<file path="src/rtl/uart_irq_pkg.sv">
package uart_irq_pkg;

    typedef enum logic [1:0] {
        THR_BUSY,
        THR_PEND,
        THR_ACKED
    } thr_state_e;

    localparam logic [2:0] CODE_NONE = 3'b000;
    localparam logic [2:0] CODE_THRE = 3'b001;
    localparam logic [2:0] CODE_RDA  = 3'b010;
    localparam logic [2:0] CODE_LS   = 3'b011;
    localparam logic [2:0] CODE_TMO  = 3'b110;

    // start + 5 data + 1 stop; extra data, parity and stop bits are added on top
    localparam int unsigned BASE_FRAME = 7;

    function automatic int unsigned frame_bits(input logic [1:0] dlen,
                                               input logic       par,
                                               input logic       stp2);
        return BASE_FRAME + {30'd0, dlen} + {31'd0, par} + {31'd0, stp2};
    endfunction

endpackage

</file>
<file path="src/rtl/uart_rx_idle_timer.sv">
module uart_rx_idle_timer
    import uart_irq_pkg::*;
#(
    parameter int LVL_W    = 5,
    parameter int CHARS_TO = 4
) (
    input  logic             clk,
    input  logic             rst_n,
    input  logic             fifo_mode,
    input  logic [LVL_W-1:0] rx_level,
    input  logic             rx_push,
    input  logic             rx_pop,
    input  logic             bit_tick,
    input  logic [1:0]       data_len,
    input  logic             parity_on,
    input  logic             stop_two,
    output logic             tmo_nxt
);

    localparam int MAX_LIM = CHARS_TO * 12;
    localparam int CNT_W   = $clog2(MAX_LIM + 1);

    logic [CNT_W-1:0] cnt_q, cnt_d, lim;
    logic             tmo_q, tmo_d;

    always_comb begin
        lim = CNT_W'(CHARS_TO * frame_bits(data_len, parity_on, stop_two));
    end

    always_comb begin
        cnt_d = cnt_q;
        tmo_d = tmo_q;
        if (!fifo_mode || (rx_level == '0) || rx_push || rx_pop) begin
            cnt_d = '0;
            tmo_d = 1'b0;
        end else if (bit_tick && !tmo_q) begin
            if (cnt_q >= lim - 1'b1) begin
                cnt_d = '0;
                tmo_d = 1'b1;
            end else begin
                cnt_d = cnt_q + 1'b1;
            end
        end
    end

    always_ff @(posedge clk) begin
        if (!rst_n) begin
            cnt_q <= '0;
            tmo_q <= 1'b0;
        end else begin
            cnt_q <= cnt_d;
            tmo_q <= tmo_d;
        end
    end

    assign tmo_nxt = tmo_d;

endmodule

</file>
<file path="src/rtl/uart_thre_fsm.sv">
module uart_thre_fsm
    import uart_irq_pkg::*;
(
    input  logic clk,
    input  logic rst_n,
    input  logic tx_empty,
    input  logic ack,
    output logic pend_nxt
);

    thr_state_e state_q, state_d;

    always_ff @(posedge clk) begin
        if (!rst_n) state_q <= THR_BUSY;
        else        state_q <= state_d;
    end

    always_comb begin
        state_d = state_q;
        unique case (state_q)
            THR_BUSY:  if (tx_empty)  state_d = THR_PEND;
            THR_PEND:  if (!tx_empty) state_d = THR_BUSY;
                       else if (ack)  state_d = THR_ACKED;
            THR_ACKED: if (!tx_empty) state_d = THR_BUSY;
            default:                  state_d = THR_BUSY;
        endcase
    end

    always_comb begin
        pend_nxt = (state_d == THR_PEND);
    end

endmodule

</file>
<file path="src/rtl/uart_irq_prio.sv">
module uart_irq_prio
    import uart_irq_pkg::*;
(
    input  logic [2:0] en,
    input  logic       ls,
    input  logic       rda,
    input  logic       tmo,
    input  logic       thre,
    output logic [2:0] code,
    output logic       any
);

    always_comb begin
        if (en[2] && ls)        code = CODE_LS;
        else if (en[0] && rda)  code = CODE_RDA;
        else if (en[0] && tmo)  code = CODE_TMO;
        else if (en[1] && thre) code = CODE_THRE;
        else                    code = CODE_NONE;
        any = (code != CODE_NONE);
    end

endmodule

</file>
<file path="src/rtl/uart_irq_ident.sv">
module uart_irq_ident
    import uart_irq_pkg::*;
#(
    parameter int LVL_W    = 5,
    parameter int CHARS_TO = 4
) (
    input  logic             clk,
    input  logic             rst_n,
    input  logic             ier_we,
    input  logic [2:0]       ier_din,
    input  logic             fifo_mode,
    input  logic             tx_empty,
    input  logic             rx_ready,
    input  logic [LVL_W-1:0] rx_level,
    input  logic [LVL_W-1:0] rx_trig,
    input  logic             rx_push,
    input  logic             err_overrun,
    input  logic             err_parity,
    input  logic             err_framing,
    input  logic             err_break,
    input  logic             bit_tick,
    input  logic [1:0]       data_len,
    input  logic             parity_on,
    input  logic             stop_two,
    input  logic             rd_data,
    input  logic             rd_iir,
    input  logic             rd_lsr,
    output logic             irq,
    output logic [3:0]       iir,
    output logic [2:0]       ier
);

    logic [2:0] ier_q, ier_d;
    logic       ls_q, ls_d;
    logic [3:0] iir_q;
    logic       irq_q;
    logic       rda_now, tmo_nxt, thre_nxt, thr_ack, any_err;
    logic [2:0] code;
    logic       any;

    always_comb begin
        any_err = err_overrun | err_parity | err_framing | err_break;
        ier_d   = ier_we ? ier_din : ier_q;
        ls_d    = any_err | (ls_q & ~rd_lsr);
        rda_now = fifo_mode ? ((rx_level != '0) && (rx_level >= rx_trig)) : rx_ready;
        thr_ack = rd_iir && (iir_q == {CODE_THRE, 1'b0});
    end

    uart_rx_idle_timer #(
        .LVL_W    (LVL_W),
        .CHARS_TO (CHARS_TO)
    ) u_timer (
        .clk       (clk),
        .rst_n     (rst_n),
        .fifo_mode (fifo_mode),
        .rx_level  (rx_level),
        .rx_push   (rx_push),
        .rx_pop    (rd_data),
        .bit_tick  (bit_tick),
        .data_len  (data_len),
        .parity_on (parity_on),
        .stop_two  (stop_two),
        .tmo_nxt   (tmo_nxt)
    );

    uart_thre_fsm u_thre (
        .clk      (clk),
        .rst_n    (rst_n),
        .tx_empty (tx_empty),
        .ack      (thr_ack),
        .pend_nxt (thre_nxt)
    );

    uart_irq_prio u_prio (
        .en   (ier_d),
        .ls   (ls_d),
        .rda  (rda_now),
        .tmo  (tmo_nxt),
        .thre (thre_nxt),
        .code (code),
        .any  (any)
    );

    always_ff @(posedge clk) begin
        if (!rst_n) begin
            ier_q <= '0;
            ls_q  <= 1'b0;
            iir_q <= {CODE_NONE, 1'b1};
            irq_q <= 1'b0;
        end else begin
            ier_q <= ier_d;
            ls_q  <= ls_d;
            iir_q <= {code, ~any};
            irq_q <= any;
        end
    end

    assign irq = irq_q;
    assign iir = iir_q;
    assign ier = ier_q;

endmodule

</file>
<file path="config.mk">
export PLATFORM = sky130hd
export DESIGN_NAME = uart_irq_ident
export DESIGN_NICKNAME = d
export VERILOG_FILES = /design/src/rtl/uart_irq_pkg.sv /design/src/rtl/uart_rx_idle_timer.sv /design/src/rtl/uart_thre_fsm.sv /design/src/rtl/uart_irq_prio.sv /design/src/rtl/uart_irq_ident.sv
export SDC_FILE = /design/constraint.sdc
export NUM_CORES = 1
export LEC_CHECK = 0
export BUFFER_PORTS_ARGS = -buffer_cell sky130_fd_sc_hd__buf_2
export CORE_MARGIN = 1
export CORE_UTILIZATION = 44
export DETAILED_ROUTE_END_ITERATION = 6
export PLACE_DENSITY = 0.71
export SKIP_LAST_GASP = 1
export SLEW_MARGIN = 10
export SYNTH_ARGS = -nofsm -noshare
export SYNTH_HDL_FRONTEND = slang
export SYNTH_SLANG_ARGS = --single-unit
export TNS_END_PERCENT = 20
</file>
<file path="constraint.sdc">
create_clock -name clk -period 2.6 [get_ports clk]
set_input_delay 0.26 -clock clk [delete_from_list [all_inputs] [get_ports clk]]
set_output_delay 0.26 -clock clk [all_outputs]
set_load 0.1 [all_outputs]
</file>
=== Word-level counts from Yosys, hierarchy flattened ===
Index checks and enable logic that the tools add are counted.

* Flip-flop bits (word level): 18
* Bits of input ports: 32

* Muxes and demuxes: 15
* Reductions and logical operators: 17
* Eq/ne operators: 4
* $lt $le $gt $ge: 2
* Add/subtract/negate cells: 5
* Bitwise operators: 8

{| class="wikitable"
|+ Operator list
! operator !! number
|-
| $mux 3 || 4
|-
| $add 4x1->4 || 2
|-
| $mux 2 || 4
|-
| $logic_and 1x1->1 || 7
|-
| $add 6x1->6 const B || 1
|-
| $ge 6x6->1 || 1
|-
| $mux 6 || 1
|-
| $pmux 2 s3 || 1
|-
| $sub 6x1->6 const B || 1
|-
| $ge 5x5->1 || 1
|-
| $logic_not 5->1 || 1
|-
| $mux 1 || 5
|-
| $reduce_bool 5->1 || 1
|-
| $add 3x2->4 const A || 1
|-
| $eq 2x1->1 const B || 2
|-
| $eq 4x2->1 const B || 1
|-
| $or 1x1->1 || 4
|-
| $logic_or 1x1->1 || 3
|-
| $not 1->1 || 3
|-
| $reduce_bool 3->1 || 1
|-
| $eq 2x2->1 const B || 1
|-
| $logic_not 1->1 || 2
|-
| $logic_not 2->1 || 1
|-
| $reduce_or 2->1 || 1
|-
| $and 1x1->1 || 1
|}

=== Depth between registers and ports, before layout ===
Gate-level depths: netlist of the first run.

* Word-level depth: 14
* Mapped depth: 15

=== Modules after synthesis ===
Synthesis of the first run repeated with hierarchy kept, for this count alone.

* Cells, all modules: 137
* Area, all modules: 1,163.6 sq um

{| class="wikitable"
|+ Modules (own cells, without submodules)
! module !! sequential area each (sq um) !! cells an instance !! times used !! area each (sq um)
|-
| uart_rx_idle_timer || 140.1 || 75 || 1 || 596.8
|-
| uart_irq_ident || 180.2 || 46 || 1 || 434.2
|-
| uart_thre_fsm || 40.0 || 9 || 1 || 87.6
|-
| uart_irq_prio || 0.0 || 7 || 1 || 45.0
|}

=== Least setup slack after synthesis of the first run ===
Ideal clock, no wire load.

* Kind: input-to-reg
* Start: in data_len[0]
* End: reg irq_q, in the netlist irq
* Required time: 2,475 ps
* Stages: 15
* Arrival: 2,654 ps
* Slack: -179 ps
* Path buffers: 0
* Path through: inv_1 > ha_1 > inv_1 > ha_1 > inv_1 > fa_1 > xor2_1 > nor3b_1 > xnor2_1 > ha_1 > a21oi_1 > nand2_1 > a211oi_2 > o22a_1 > o21ai_0

* Cells in the longest elaborated chain, start to end: 13

{| class="wikitable"
|+ Ends and longest elaborated chain
! what !! line !! source
|-
| start: declaration || uart_irq_ident.sv:22 || <nowiki>input logic [1:0] data_len,</nowiki>
|-
| $add 3x2->4 || uart_irq_pkg.sv:21 || <nowiki>return BASE_FRAME + {30'd0, dlen} + {31'd0, par} + {31'd0, stp2};</nowiki>
|-
| $add 4x1->4 (2 in a row) || uart_irq_pkg.sv:21 ||
|-
| $sub 6x1->6 || uart_rx_idle_timer.sv:37 || <nowiki>if (cnt_q >= lim - 1'b1) begin</nowiki>
|-
| $ge 6x6->1 || uart_rx_idle_timer.sv:37 ||
|-
| $mux 1 || uart_rx_idle_timer.sv:37 ||
|-
| $mux 1 || uart_rx_idle_timer.sv:36 || <nowiki>end else if (bit_tick && !tmo_q) begin</nowiki>
|-
| $mux 1 || uart_rx_idle_timer.sv:33 || <nowiki>if (!fifo_mode || (rx_level == '0) || rx_push || rx_pop) begin</nowiki>
|-
| $logic_and 1x1->1 || uart_irq_prio.sv:16 || <nowiki>else if (en[0] && tmo) code = CODE_TMO;</nowiki>
|-
| $mux 3 || uart_irq_prio.sv:16 ||
|-
| $mux 3 || uart_irq_prio.sv:15 || <nowiki>else if (en[0] && rda) code = CODE_RDA;</nowiki>
|-
| $mux 3 || uart_irq_prio.sv:14 || <nowiki>if (en[2] && ls) code = CODE_LS;</nowiki>
|-
| $reduce_bool 3->1 || uart_irq_prio.sv:19 || <nowiki>any = (code != CODE_NONE);</nowiki>
|-
| end signal: assignment || uart_irq_ident.sv:94 || <nowiki>irq_q <= any;</nowiki>
|-
| end: declaration || uart_irq_ident.sv:36 || <nowiki>logic irq_q;</nowiki>
|}

No other way between the ends.
A chain may end at the register's enable or synchronous reset.

=== Worst setup path in the final report of the first run ===
* Start: in stop_two
* End: reg iir_q[2], in the netlist iir[2]

* Cells in the longest elaborated chain, start to end: 10

{| class="wikitable"
|+ Ends and longest elaborated chain
! what !! line !! source
|-
| start: declaration || uart_irq_ident.sv:24 || <nowiki>input logic stop_two,</nowiki>
|-
| $add 4x1->4 || uart_irq_pkg.sv:21 ||
|-
| $sub 6x1->6 || uart_rx_idle_timer.sv:37 ||
|-
| $ge 6x6->1 || uart_rx_idle_timer.sv:37 ||
|-
| $mux 1 || uart_rx_idle_timer.sv:37 ||
|-
| $mux 1 || uart_rx_idle_timer.sv:36 ||
|-
| $mux 1 || uart_rx_idle_timer.sv:33 ||
|-
| $logic_and 1x1->1 || uart_irq_prio.sv:16 ||
|-
| $mux 3 || uart_irq_prio.sv:16 ||
|-
| $mux 3 || uart_irq_prio.sv:15 ||
|-
| $mux 3 || uart_irq_prio.sv:14 ||
|-
| end signal: assignment || uart_irq_ident.sv:88 || <nowiki>iir_q <= {CODE_NONE, 1'b1};</nowiki>
|-
| end signal: assignment || uart_irq_ident.sv:93 || <nowiki>iir_q <= {code, ~any};</nowiki>
|-
| end: declaration || uart_irq_ident.sv:35 || <nowiki>logic [3:0] iir_q;</nowiki>
|}

No other way between the ends.

==> results of run 1 <==
==> critical path, delay by kind of cell <==
family                   cells  cell delay [ns]
AO/OA/AOI/OAI                4             0.67
XOR/XNOR                     1             0.15
adder cells (fa/ha/maj)      4             1.20
buffers and inverters        4             0.20
AND/OR/NAND/NOR              2             0.28
==> power breakdown <==
| part | leakage [nW] | internal, mW | switching, mW |
|---|---|---|---|
| registers | 0.147 | 0.287 | 0.00446 |
| clock network | 0.0210 | 0.0854 | 0.0875 |
| logic | 0.527 | 0.0893 | 0.148 |
| total | 0.696 | 0.462 | 0.240 |
==> area by class of cell <==
| type | count | area (um2) |
|---|---|---|
| timing repair buffer | 40 | 219 |
| multi-input combinational | 92 | 739 |
| fill | 192 | 816 |
| clock buffer | 4 | 36.3 |
| inverter | 14 | 70.1 |
| sequential | 18 | 360 |
| tap | 28 | 35.0 |
==> logic make-up (layout without fill, tap and decap cells) <==
logic type / count (synthesis) / count (layout) / share of synthesized area [%]
simple gates: 46 / 46 / 22.0
compound gates: 20 / 20 / 12.4
flops: 18 / 18 / 32.8
fa+ha+maj: 15 / 15 / 17.7
buf+inv: 14 / 58 / 4.78
xor+xnor: 6 / 6 / 4.78
mux: 5 / 5 / 5.57
==> per-stage QoR <==
step           setup WS [ns]  hold slack [ns]   TNS, ns  instance area [um2]
5_1_grt              -0.0943            0.216    -0.476                 1460
3_3_place_gp          -0.313            0.453     -2.93                 1390
6_report              0.0315            0.200         0                 1460
4_1_cts             -0.00667            0.197  -0.00667                 1440
2_1_floorplan        -0.0695            0.382    -0.242                 1150
3_5_place_dp          -0.429            0.482     -4.24                 1390
==> timing repair <==
action / CTS / global route
pin swaps: 8 / 3
endpoints found under the setup margin: 9 / 10
setup buffers: 0 / 0
cloned: 0 / 0
gates resized for setup: 3 / 5
==> state kept, by name (all words and copies together), names as in the netlist <==
| signal | count |
|---|---|
| irq | 1 |
| ls_q | 1 |
| u_thre.state_q | 2 |
| ier | 3 |
| u_timer.cnt_q | 6 |
| u_timer.tmo_q | 1 |
| iir | 4 |
==> placed cells by master (no fill, tap or decap), types with 2 or more instances in the layout <==
cell and instances:
ha_4 2, nor4_1 2, nand2_1 13, nor2_1 10, nor2b_1 2, nand3_1 5, o21ai_1 3, xnor2_1 2
a31oi_1 2, xor2_1 3, a21boi_2 2, dfxtp_1 18, buf_2 37, clkbuf_4 3, o21ai_0 2, inv_1 10
inv_4 2, mux2_2 2, a21oi_1 6, ha_1 12, nand4_1 3
==> synth_stat cells, drive strengths merged, types with 2 or more instances <==
library cell,n
o21ai,5
inv,14
a21oi,6
nand4,4
mux2,3
xor2,4
nand2,14
nand3,5
a31oi,2
a21boi,2
xnor2,2
and2,2
dfxtp,18
nor3b,2
nor2,10
ha,14
mux2i,2
nor4,2
nor2b,2
==> worst paths after layout <==
kind | cells past startpoint | from | endpoint | slack (ns)
hold / removal | 3 | tx_empty | u_thre.state_q[1]$_SDFF_PN0_ | 0.20
setup / recovery | 15 | stop_two | iir[2]$_SDFF_PN0_ | 0.03
setup reg to reg | 6 | u_timer.cnt_q[2]$_SDFFE_PP0P_ | iir[2]$_SDFF_PN0_ | 1.02
hold reg to reg | 1 | u_thre.state_q[1]$_SDFF_PN0_ | u_thre.state_q[0]$_SDFF_PN0_ | 0.49
==> per-layer routing <==
metal / up-vias / share of wire, % / GRT usage, %
li1: 517 / - / -
met1: 468 / 41 / 21.0
met2: 30 / 53 / 36.8
met3: 4 / 4.8 / 5.56
met4: 0 / 1.1 / 6.31
met5: - / 0 / 0
==> flow_summary.yaml, run 1 <==
global_route:
  overflow: 0
  grt_max_degree: 11
  grt_first_pass_wirelength_um: 3880
  grt_pass1_vias: 967
  antenna_found_initial: 0
  grt_use_total_pct: 19.7
clock_tree:
  clk_latency_ns: 0.30
  clock-root-buffer: "clkbuf_4"
  clock_sinks: 18
  h-tree-depth: 1
  cts_hold_buf: 0
  cts.clk_slew.worst_paths_ns: 0.10
  cts_inserted_buffers: 3
  clockBufferDepth: 2
  cts_tree: "built"
floorplan:
  fp.dieH_um: 52.0
  rows: 17
  fp.dieW_um: 52.0
  die-area_um2: 2700
  io_pins: 40
  core_area_um2: 2280
  start_util_pct: 48.3
logic_synthesis:
  async_reset_ff_share_pct: 0
  synth_edf_count: 0
  synth.cell_area_um2: 1100
  ys.flop_type: "dfxtp_1"
  synth_top_area_share_pct: 32.8
  ys_ff_latch: 18
  yosys_warnings: 0
  syn_area_per_cell_um2: 8.87
  ys_types: 36
  synth_area_leader_cell: "dfxtp_1"
  synthCells: 124
  synthTopCellsByArea: "dfxtp_1, ha_1, inv_1, nand2_1, nor2_1"
  syn_nets: 171
  synth_seq_area_share_pct: 32.8
layout:
  fin_util_pct: 64.2
  instances_no_fill: 196
  syn_to_final_growth_pct: 32.8
  drive_gt1_share_pct: 38.7
  diodes: 0
  nNetsFinal: 216
routing:
  wl_per_cell_um: 12.1
  via_per_inst: 5.20
  first_pass_iters: 4
  vias: 1019
  finalWirelength_um: 2370
  drtIter0Drc: 11
  ant_nets: 0
  drc: 0
sta:
  slew_headroom_pct: 67.4
  slew_violations: 0
  setup-violations-final: 0
  fmax_mhz: 389
  worst_pin_slew_ns: 0.493
  fin_skew_ns: 0.00503
  rsz0062_at_grt: "true"
  min_period_over_period_pct: 98.8
  hold_viol: 0
  period_needed_ns: 2.57
pwr:
  vdd_drop_max_mv: 0.388
  power_mw: 0.702
  cellPowerDensity_nw_per_um2: 481
  power_leakage_nw: 0.696
setup_path:
  cp-start-kind: "primary input"
  end_kind: "flip-flop"
  cp.required_ns: 2.80
  slowest_delay_ns: 0.55
  crit_fanout: 4
  cp_slowest_cell: "fa_2"
  arrival_ns: 2.76
  critPathKind: "in2reg"
  worstPathCellList: "buf_8, inv_12, ha_4, inv_4, ha_4, inv_4, fa_2, nor3b_4, xnor2_1, ha_1, a21oi_1, nand2_1, a211oi_2, o22a_1, o21ai_1"
place:
  hpwl_um: 2020
  place_congestion: 0.828
  portBuffers: 39
  place_inst: 192
outcome:
  status: "finished, final reports clean"
worst_hold_path:
  hold_path_class: "in2reg"
run:
  cap_violations: 0
Power figures use the tool's default switching activity.
==> run 2: changes to the inputs <==
Settings changed: CORE_MARGIN 1 to 2, CORE_UTILIZATION 44 to 52, PLACE_DENSITY 0.71 to 0.79.
Clock period 2.6 ns to 3.3 ns, I/O delays scaled along.
==> flow_summary.yaml, run 2 (synthesis results as in run 1) <==
global_route:
  antenna_found_initial: 0
  grt_use_total_pct: 20.5
  grt_first_pass_wirelength_um: 4030
  grt_max_degree: 11
  overflow: 0
  grt_pass1_vias: 1031
routing:
  drtIter0Drc: 15
  drc: 0
  dr_wl_met2_um: 1150
  wl_per_cell_um: 11.7
  vias: 1023
  wl_met3_um: 151
  finalWirelength_um: 2270
  via_per_inst: 5.27
  routed.top_layer: "met4"
  ant_nets: 0
  routedLengthMet1_um: 921
  first_pass_iters: 4
setup_path:
  arrival_ns: 3.06
  path_buf_inv: 4
  path_delay_family: "adder cells"
  cp.required_ns: 3.52
  cp-start-kind: "primary input"
  worstPathCellList: "buf_2, inv_1, ha_1, inv_1, ha_1, inv_1, fa_1, xor2_1, nor3b_1, xnor2_1, ha_1, a21oi_1, nand2_1, a211oi_2, o22ai_1, a31oi_1"
  crit_fanout: 4
  cp_slowest_cell: "fa_1"
  critPathKind: "in2reg"
  end_kind: "flip-flop"
  slowest_delay_ns: 0.38
clock_tree:
  clock_sinks: 18
  cts_inserted_buffers: 3
  clockBufferDepth: 2
  cts_tree: "built"
  cts.clk_slew.worst_paths_ns: 0.10
  cts_resized: 0
  h-tree-depth: 1
  clk_latency_ns: 0.29
  cts_hold_buf: 0
  cts_setup_buffers: 0
  clock-root-buffer: "clkbuf_4"
sta:
  hold_viol: 0
  fin_skew_ns: 0.00483
  fin_setup_tns_ns: 0
  worst_pin_slew_ns: 0.491
  rsz0062_at_grt: "false"
  setup-violations-final: 0
  slew_headroom_pct: 67.5
  period_needed_ns: 2.84
  min_period_over_period_pct: 86.0
  fmax_mhz: 352
  slew_violations: 0
floorplan:
  fp.dieH_um: 50.0
  fp.dieW_um: 50.0
  rows: 16
  core_area_um2: 1980
  start_util_pct: 55.5
  io_pins: 40
  die-area_um2: 2500
pwr:
  cellPowerDensity_nw_per_um2: 385
  power_mw: 0.526
  vdd_drop_max_mv: 0.285
  power_leakage_nw: 0.678
layout:
  regArea_um2: 360
  diodes: 0
  nFillCells: 153
  multiInputGateArea_um2: 687
  final_common_cell: "buf_2"
  drive_gt1_share_pct: 32.3
  fin_util_pct: 68.9
  syn_to_final_growth_pct: 24.1
  largest_reg_flops: 6
  nNetsFinal: 215
  top_register: "u_timer.cnt_q"
  layout_common_cells: "buf_2, dfxtp_1, inv_1, ha_1, nand2_1"
  instances_no_fill: 194
place:
  hpwl_um: 1880
  place_congestion: 0.796
  portBuffers: 39
  place_inst: 190
outcome:
  status: "finished, final reports clean"
run:
  cap_violations: 0
worst_hold_path:
  hold_path_class: "in2reg"
==> run 2: changes by cell type in the layout (fill, tap and decap cells not counted), moves of 2 or more <==
cell,previous run,this run
ha_1,12,14
ha_4,2,0
inv_4,2,0
inv_1,10,14
buf_2,37,39
==> run 2: per-stage QoR <==
step	hold slack (ns)	area (um2)	worst slack (ns)
2_1_floorplan	0.429	1100	0.451
4_1_cts	0.274	1370	0.451
3_5_place_dp	0.462	1330	0.157
6_report	0.279	1370	0.463
3_3_place_gp	0.455	1330	0.296
5_1_grt	0.282	1370	0.261
==> run 2: per-layer routing <==
| layer | GRT usage [%] | vias to the layer above |
|---|---|---|
| met3 | 6.36 | 6 |
| met2 | 38.8 | 41 |
| li1 | - | 518 |
| met4 | 5.56 | 0 |
| met5 | 0 | - |
| met1 | 21.2 | 458 |
==> run 2: worst paths after layout <==
path	cells after the start	slack (ns)	to	from
min reg2reg	1	0.48	u_thre.state_q[0]$_SDFF_PN0_	u_thre.state_q[1]$_SDFF_PN0_
max	16	0.46	iir[1]$_SDFF_PN0_	data_len[0]
min	3	0.28	u_thre.state_q[1]$_SDFF_PN0_	tx_empty
max reg2reg	6	1.67	iir[1]$_SDFF_PN0_	u_timer.cnt_q[2]$_SDFFE_PP0P_
==> run 2: final cells by class <==
class | instances | area share [%]
Inverter | 14 | 3.85
Clock buffer | 4 | 2.66
Tap cell | 27 | 2.47
Timing Repair Buffer | 39 | 14.3
Sequential cell | 18 | 26.4
Multi-Input combinational cell | 92 | 50.3
==> run 2: power by group <==
part	switching (mW)	internal, mW	total, mW
registers	0.00378	0.226	0.230
clock network	0.0658	0.0672	0.133
logic	0.108	0.0552	0.163
==> run 2: tightest hold or removal path, cell delays in order <==
cell and delay (ns):
buf_2 0.09, nand2_1 0.06, nor2_1 0.04
==> run 3: changes to the inputs <==
Settings changed: CORE_MARGIN 2 to default, CORE_UTILIZATION 52 to 53, PLACE_DENSITY 0.79 to 0.8, SYNTH_HIERARCHICAL from default to 1.
==> flow_summary.yaml, run 3 <==
sta:
  fin_ws_ns: 0.284
  min_period_over_period_pct: 91.4
  fin_skew_ns: 0.00275
  fmax_mhz: 332
  rsz0062_at_grt: "false"
  fin_setup_tns_ns: 0
  slew_headroom_pct: 58.7
  worst_pin_slew_ns: 0.619
  hold_slack_ns: 0.278
  hold_viol: 0
  setup-violations-final: 0
  slew_violations: 0
  period_needed_ns: 3.02
logic_synthesis:
  async_reset_ff_share_pct: 0
  syn_nets: 184
  yosys_warnings: 6
  synth_area_leader_cell: "dfxtp_1"
  synth_edf_count: 0
  synth_seq_area_share_pct: 31.0
  ys_types: 37
  ys.flop_type: "dfxtp_1"
  syn_area_per_cell_um2: 8.49
  synthCells: 137
  synth.cell_area_um2: 1160
  synthTopCellsByArea: "dfxtp_1, ha_1, inv_1, nand2_1, and2_1"
  synth_top_area_share_pct: 31.0
  ys_ff_latch: 18
  synthTopCellsByCount: "dfxtp_1, inv_1, ha_1, nand2_1, a21oi_1"
clock_tree:
  clockBufferDepth: 2
  h-tree-depth: 1
  clk_latency_ns: 0.29
  clock-root-buffer: "clkbuf_4"
  clock_sinks: 18
  cts_inserted_buffers: 3
  cts_tree: "built"
  cts_hold_buf: 0
  cts.clk_slew.worst_paths_ns: 0.10
global_route:
  grt_first_pass_wirelength_um: 4250
  grt_use_total_pct: 22.8
  grt_max_degree: 13
  grt_pass1_vias: 1046
  antenna_found_initial: 0
  overflow: 0
routing:
  via_per_inst: 5.36
  drc: 0
  drtIter0Drc: 35
  ant_nets: 0
  vias: 1121
  first_pass_iters: 4
  wl_per_cell_um: 11.2
  finalWirelength_um: 2340
place:
  place_ws_ns: -0.0720
  portBuffers: 39
  place_inst: 205
  place_congestion: 0.817
  hpwl_um: 1970
worst_hold_path:
  hp-start: "tx_empty"
  whs_path_depth: 3
  hold_end: "u_thre/state_q[1]$_SDFF_PN0_"
  hold_path_class: "in2reg"
setup_path:
  r2r_end: "irq$_SDFF_PN0_"
  end_kind: "flip-flop"
  crit_fanout: 2
  cp-start-kind: "primary input"
  rr_startpoint: "u_timer/cnt_q[2]$_SDFFE_PP0P_"
  reg2reg_slack_ns: 1.37
  arrival_ns: 3.21
  reg2reg_depth: 9
  cp.required_ns: 3.49
  critPathKind: "in2reg"
floorplan:
  fp.dieW_um: 48.9
  die-area_um2: 2390
  core_area_um2: 2020
  fp.dieH_um: 48.9
  io_pins: 40
  start_util_pct: 57.5
  rows: 16
layout:
  largest_reg_flops: 6
  nNetsFinal: 230
  drive_gt1_share_pct: 29.7
  nFillCells: 169
  regArea_um2: 360
  multiInputGateArea_um2: 732
  diodes: 0
  layout_common_cells: "buf_2, inv_1, dfxtp_1, nand2_1, ha_1"
  final_common_cell: "buf_2"
  instances_no_fill: 209
  syn_to_final_growth_pct: 24.4
  top_register: "u_timer/cnt_q"
pwr:
  cellPowerDensity_nw_per_um2: 356
  power_leakage_nw: 0.692
  vdd_drop_max_mv: 0.237
run:
  cap_violations: 0
outcome:
  status: "finished, final reports clean"
==> run 3: power by group <==
part | switching, mW | internal, mW
Clock | 0.0661 | 0.0671
Sequential | 0.00337 | 0.225
Combinational | 0.0973 | 0.0556
Total | 0.167 | 0.348
==> run 3: critical path, stage by stage <==
cell and delay [ns]:
buf_2 0.07, inv_1 0.03, ha_1 0.27, inv_1 0.06, ha_1 0.13, inv_1 0.05
fa_1 0.37, xor2_1 0.18, nor3b_1 0.23, xnor2_1 0.10, ha_1 0.30, nand3_1 0.10
o22ai_1 0.20, o21ai_1 0.11, a21oi_1 0.20, o21ai_2 0.10, a32o_1 0.25, and2_1 0.12
==> run 3: repair_timing <==
| action | in CTS | in global routing |
|---|---|---|
| buffers inserted | 0 | 0 |
| resized for setup | 0 | 1 |
| setup endpoints to repair | 0 | 2 |
==> run 3: per-layer routing <==
layer	up-vias	wire length, um	track usage, %
li1	580	-	-
met1	506	1020	28.4
met2	33	1220	39.8
met3	2	79	2.80
met4	0	22	8.82
met5	-	0	0
==> run 3: cell type report <==
type | instances | share of cell area, %
clock buffers | 4 | 2.51
flip-flops and latches | 18 | 24.9
inverters | 18 | 4.67
well taps | 27 | 2.33
multi-input cells | 100 | 50.6
repair buffers | 42 | 15.0
==> run 3: kinds of logic after synthesis <==
kind of cell	share of synthesized area [%]
buffers and inverters	6.13
AND/OR/NAND/NOR	25.7
XOR/XNOR	2.26
adder cells (fa/ha/maj)	16.8
AO/OA/AOI/OAI	15.3
multiplexers	2.90
flip-flops	31.0
==> run 3: worst max path at each step <==
stage | from | to | slack, ns | depth (start not counted)
finish | data_len[0] | iir[1]$_SDFF_PN0_ | 0.28 | 18
global route | data_len[0] | iir[1]$_SDFF_PN0_ | 0.03 | 18
CTS | data_len[0] | iir[1]$_SDFF_PN0_ | 0.24 | 18
detailed placement | data_len[0] | iir[1]$_SDFF_PN0_ | -0.07 | 18
global placement | data_len[0] | iir[1]$_SDFF_PN0_ | 0.03 | 18
floorplan | data_len[0] | iir[1]$_SDFF_PN0_ | 0.15 | 17
==> run 3: per-stage QoR <==
step                      total power, mW  utilization (%)  area (um2)
after floorplan                     0.342                -        1160
after global placement              0.381             69.8        1410
after detailed placement            0.388             69.8        1410
after CTS                           0.519             71.6        1450
after global routing                0.548             71.6        1450
final                               0.515             71.6        1450
